==> src/rtl/bps_pkg.sv <==
package bps_pkg;
  localparam int NPL = 8;
  localparam int PW  = 16;
  typedef enum logic [1:0] {
    ST_IDLE  = 2'd0,
    ST_WAIT  = 2'd1,
    ST_SHIFT = 2'd2
  } ser_st_e;
endpackage

==> src/rtl/bps_hold.sv <==
module bps_hold #(
  parameter int DW = 128
) (
  input  logic          clk,
  input  logic          rst_n,
  input  logic          grp_done,
  input  logic [DW-1:0] data_in,
  input  logic          take,
  output logic [DW-1:0] data_out,
  output logic          pend
);
  logic [DW-1:0] data_q;
  logic          pend_q, pend_d;

  always_comb begin
    pend_d = grp_done | (pend_q & ~take);
  end

  always_ff @(posedge clk or negedge rst_n) begin
    if (!rst_n) begin
      pend_q <= 1'b0;
      data_q <= '0;
    end else begin
      pend_q <= pend_d;
      if (grp_done) data_q <= data_in;
    end
  end

  assign data_out = data_q;
  assign pend     = pend_q;
endmodule

==> src/rtl/bps_ctrl.sv <==
module bps_ctrl
  import bps_pkg::*;
#(
  parameter int SW        = 9,
  parameter int PWID      = 16,
  parameter int LOAD_NRM  = 'h40,
  parameter int LOAD_DBL  = 'h80,
  parameter int START_DLY = 5
) (
  input  logic          clk,
  input  logic          rst_n,
  input  logic [SW-1:0] slot,
  input  logic          dbl_en,
  input  logic          stretch,
  input  logic          pend,
  output logic          load,
  output logic          shift_en,
  output logic          active
);
  localparam int CW = $clog2(PWID);
  localparam logic [CW-1:0] LAST = CW'(PWID - 1);

  ser_st_e       st_q, st_d;
  logic [CW-1:0] pcnt_q, pcnt_d;
  logic          ph_q, ph_d;
  logic [SW-1:0] lp, go_pt;
  logic          adv, at_end;

  assign lp     = dbl_en ? SW'(LOAD_DBL) : SW'(LOAD_NRM);
  assign go_pt  = lp + SW'(START_DLY - 1);
  assign adv    = stretch ? ph_q : 1'b1;
  assign at_end = (pcnt_q == LAST);

  always_comb begin
    st_d   = st_q;
    pcnt_d = pcnt_q;
    ph_d   = ph_q;
    unique case (st_q)
      ST_IDLE: begin
        if (pend && (slot == lp)) st_d = ST_WAIT;
      end
      ST_WAIT: begin
        if (slot == go_pt) begin
          st_d   = ST_SHIFT;
          pcnt_d = '0;
          ph_d   = 1'b0;
        end
      end
      ST_SHIFT: begin
        ph_d = stretch ? ~ph_q : 1'b0;
        if (adv) begin
          if (at_end) begin
            pcnt_d = '0;
            if (!pend) st_d = ST_IDLE;
          end else begin
            pcnt_d = pcnt_q + 1'b1;
          end
        end
      end
      default: st_d = ST_IDLE;
    endcase
  end

  always_ff @(posedge clk or negedge rst_n) begin
    if (!rst_n) begin
      st_q   <= ST_IDLE;
      pcnt_q <= '0;
      ph_q   <= 1'b0;
    end else begin
      st_q   <= st_d;
      pcnt_q <= pcnt_d;
      ph_q   <= ph_d;
    end
  end

  assign load     = ((st_q == ST_IDLE) && pend && (slot == lp)) ||
                    ((st_q == ST_SHIFT) && adv && at_end && pend);
  assign shift_en = (st_q == ST_SHIFT) && adv && !at_end;
  assign active   = (st_q == ST_SHIFT);
endmodule

==> src/rtl/bps_shifter.sv <==
module bps_shifter #(
  parameter int NP = 8,
  parameter int PWID = 16,
  parameter int DW = 4
) (
  input  logic               clk,
  input  logic               rst_n,
  input  logic               load,
  input  logic               shift_en,
  input  logic [NP*PWID-1:0] words,
  input  logic [DW-1:0]      depth,
  output logic [NP-1:0]      msb
);
  for (genvar i = 0; i < NP; i++) begin : g_plane
    logic [PWID-1:0] sr_q, sr_d;
    always_comb begin
      sr_d = sr_q;
      if (load)          sr_d = words[i*PWID +: PWID];
      else if (shift_en) sr_d = {sr_q[PWID-2:0], 1'b0};
    end
    always_ff @(posedge clk or negedge rst_n) begin
      if (!rst_n) sr_q <= '0;
      else        sr_q <= sr_d;
    end
    assign msb[i] = sr_q[PWID-1] & (DW'(i) < depth);
  end
endmodule

==> src/rtl/bitplane_serializer.sv <==
module bitplane_serializer
  import bps_pkg::*;
#(
  parameter int SW = 9,
  parameter int XW = 9,
  parameter int DEPW = $clog2(NPL + 1)
) (
  input  logic                clk,
  input  logic                rst_n,
  input  logic [NPL*PW-1:0]   plane_data,
  input  logic                grp_done,
  input  logic [SW-1:0]       slot,
  input  logic                hires,
  input  logic                dbl_en,
  input  logic [DEPW-1:0]     depth,
  input  logic [XW-1:0]       spr_x_in,
  output logic [NPL-1:0]      pix_idx,
  output logic                pix_vld,
  output logic [XW:0]         spr_x_out
);
  localparam int DW = NPL * PW;

  logic [DW-1:0]  held;
  logic           pend, load, shift_en, active, stretch;
  logic [NPL-1:0] msb;

  assign stretch = dbl_en & ~hires;

  bps_hold #(.DW(DW)) u_hold (
    .clk(clk), .rst_n(rst_n), .grp_done(grp_done), .data_in(plane_data),
    .take(load), .data_out(held), .pend(pend)
  );

  bps_ctrl #(.SW(SW), .PWID(PW)) u_ctrl (
    .clk(clk), .rst_n(rst_n), .slot(slot), .dbl_en(dbl_en), .stretch(stretch),
    .pend(pend), .load(load), .shift_en(shift_en), .active(active)
  );

  bps_shifter #(.NP(NPL), .PWID(PW), .DW(DEPW)) u_shift (
    .clk(clk), .rst_n(rst_n), .load(load), .shift_en(shift_en),
    .words(held), .depth(depth), .msb(msb)
  );

  assign pix_vld   = active;
  assign pix_idx   = active ? msb : '0;
  assign spr_x_out = stretch ? {spr_x_in, 1'b0} : {1'b0, spr_x_in};
endmodule

==> config.mk <==
export PLATFORM = sky130hd
export DESIGN_NAME = bitplane_serializer
export DESIGN_NICKNAME = d
export VERILOG_FILES = /design/src/rtl/bps_pkg.sv /design/src/rtl/bps_hold.sv /design/src/rtl/bps_ctrl.sv /design/src/rtl/bps_shifter.sv /design/src/rtl/bitplane_serializer.sv
export SDC_FILE = /design/constraint.sdc
export NUM_CORES = 1
export LEC_CHECK = 0
export CORE_MARGIN = 4
export CORE_UTILIZATION = 29
export DETAILED_ROUTE_END_ITERATION = 8
export MAX_ROUTING_LAYER = met4
export SETUP_SLACK_MARGIN = 0.4
export SYNTH_ARGS = -nofsm -noshare
export SYNTH_HDL_FRONTEND = slang
export SYNTH_SLANG_ARGS = --single-unit
==> constraint.sdc <==
create_clock -name clk -period 2.82 [get_ports clk]
set_input_delay 0.282 -clock clk [delete_from_list [all_inputs] [get_ports clk]]
set_output_delay 0.282 -clock clk [all_outputs]
set_load 0.02 [all_outputs]
==> results.cfg <==
[status]
status = completed

[clock_tree]
clk_pin_slew_ns = 0.06
ctsRootBufferMaster = clkbuf_16
cts_max_path_buffers = 3
cts_tree = built
numCtsBuffers = 30
numClockSinks = 264
h-tree-depth = 1
clock_latency_ns = 0.55

[synthesis]
syn-num-nets = 1106
ys_ff_latch = 264
ys_seq_area_share_pct = 58.1
syn_area_per_cell_um2 = 12.0
yosysWarnings = 0
synthArstFlopShare_pct = 100
synth_edf_count = 0
synth_cell_type_count = 34
ys.flop_type = dfrtp_1
synth_cells = 945
synth.cell_area_um2 = 11400

[die]
initial_utilization_pct = 29.4
io_pins = 174
core_um2 = 38700
fp.dieW_um = 206
row_count = 72
chipHeight_um = 206
die_area_um2 = 42400

[global_route]
grt_usage_pct = 11.9
grt_pass1_wl_um = 40100
grt_overflow_total = 0
grt_max_degree = 86
grt_pass1_vias = 7702
antenna_found_initial = 3

[placed_design]
gp_congestion = 0.730
dp_hpwl_um = 16600
dp_cells = 1603
port_buffers = 173

[finish]
post-route-util_pct = 38.0
layout-drive-gt1-share_pct = 18.1
fin_cells = 1663
final_nets = 1279
n_fill_cell = 3824
area_delta_synth_final_pct = 29.6

[routing]
via_count = 7433
drc = 0
met3WireLength_um = 1420
dr.pass1.iters = 4
wl_met1_um = 11400
ant_nets = 0
wl_um = 24600
wl_per_cell_um = 14.8
via_per_inst = 4.47
routed-wl-met2_um = 11300
drtIter0Drc = 309
topRoutingLayerUsed = met4

[worst_setup_path]
crit_family = buffers and inverters
start_kind = input port
setup.worst_path.class = input port to output pin
slowest_stage = clkdlybuf4s50_1
path_cells = clkdlybuf4s50_1 > nand2b_1 > buf_4 > nand2_1 > nand2_1 > clkdlybuf4s50_1
path_max_fanout = 8
critPathArrivalTime_ns = 1.91
r2r_cells = 8
end_kind = output pin
r2r_slack_ns = 0.74
crit_start = hires
cpPeakStageDelay_ns = 0.60
required_ns = 2.54
critPathBufInv = 3
crit_cells = 6
timing.rr.start = u_ctrl.st_q[0]

[timing]
slew_headroom_pct = 55.8
finalClockSkew_ns = 0.0120
clock.fmax_mhz = 457
finalHoldViolations = 0
finalCritPeriodShare_pct = 77.6
rsz0062_at_grt = no
finalCriticalPeriod_ns = 2.19
drv_slew = 0
finalSetupViolCount = 0
tightest_slew_ns = 0.663
finalSetupTns_ns = 0

[min_path]
holdPathStages = 3
hold_path_class = input port to register
min-delay-start = grp_done

[flow_run]
max_cap_violations = 0

[power]
ir_drop_mv = 0.420
p_leak_nw = 7.22
p_per_area_nw_per_um2 = 760
[placed cells by master, fill, tap and decap left out, drive strengths merged, types with 2 or more instances in the layout]
cell type	Yosys	routed
a21o	2	2
a21oi	127	127
and2	3	3
and3	2	2
buf	45	30
bufinv	0	3
clkbuf	16	46
clkdlybuf4s50	0	162
clkinv	0	7
dfrtp	264	264
diode	0	3
dlygate4sd2	0	8
ha	6	6
inv	15	15
mux2	123	123
mux2i	121	121
nand2	44	44
nand3	11	11
nor2	126	126
nor2b	3	3
o2111ai	3	3
o21ai	22	22
[power by group]
group	total (mW)	internal [mW]	switching (mW)
clock	4.01	2.49	1.52
combinational	2.17	1.20	0.971
sequential	5.02	4.56	0.463
[metal layers]
metal / vias up / GRT usage, %
met3: 41 / 2.75
met5: - / -
met1: 3610 / 15.5
met2: 139 / 19.0
met4: 0 / 2.99
li1: 3643 / -
[worst register-to-register path, cell delays in order (launching register included)]
cell and delay, ns:
dfrtp_1 0.38, inv_1 0.12, ha_4 0.22, buf_4 0.18, o211ai_1 0.17, buf_4 0.25
buf_12 0.28, mux2i_1 0.27, a21oi_1 0.08
[final timing paths]
kind,endpoint
max,spr_x_out[3]
min,u_hold.data_out[112]
max reg2reg,u_shift.g_plane[1].sr_q[10]
min reg2reg,u_shift.g_plane[3].sr_q[0]
max in group asynchronous,u_shift.g_plane[2].sr_q[5]
min in group asynchronous,u_hold.data_out[23]
[synthesized netlist by cell type (3+ instances only)]
master,count,area [um2]
and2_1,3,18.8
mux2_2,123,1390
o21ai_0,22,110
nor2_1,126,473
buf_6,13,146
nand2_1,44,165
nor2b_1,3,18.8
buf_4,13,97.6
ha_1,6,75.1
clkbuf_1,16,60.1
inv_1,15,56.3
nand3_1,11,55.1
dfrtp_1,264,6610
mux2i_1,121,1210
buf_2,17,85.1
a21oi_1,126,631
[stage by stage]
step | hold WS (ns) | setup slack [ns] | total power [mW] | cell area [um2]
after global placement | 0.341 | 0.505 | 7.23 | 13700
after floorplan | -0.0136 | 0.818 | 6.49 | 11400
after CTS | 0.222 | 0.327 | 11.4 | 14700
final | 0.244 | 0.633 | 11.2 | 14700
after global routing | 0.279 | 0.498 | 11.9 | 14700
after detailed placement | 0.343 | 0.463 | 7.30 | 13700
[kinds of logic (layout without fill, tap and decap cells)]
kind of cell	Yosys count	in the layout	synth area share (%)
other cells	0	3	0
flops	264	264	58.1
fa+ha+maj	6	6	0.660
buf+inv	76	273	3.98
simple gates	196	196	7.04
mux	244	244	22.8
compound gates	159	159	7.37
[final cells by class]
cell class	instances	area [um2]	share of cell area (%)
clock inverters	10	129	0.874
clock buffers	46	912	6.19
well taps	518	648	4.40
diodes	3	7.51	0.0509
flip-flops and latches	264	6610	44.8
multi-input cells	605	4330	29.4
repair buffers	202	2050	13.9
inverters	15	56.3	0.382
[state kept, by name (all words and copies together) (netlist names)]
name	flops
u_ctrl.ph_q	1
u_hold.pend	1
u_ctrl.st_q	2
u_hold.data_out	128
u_ctrl.pcnt_q	4
u_shift.g_plane.sr_q	128
[repair_timing]
action,CTS,global route
gates resized for setup,10,1
setup buffers,0,0
endpoints found under the setup margin,9,1
hold buffers,1,0
endpoints found under the hold margin,76,0
Power figures use the tool's default switching activity.
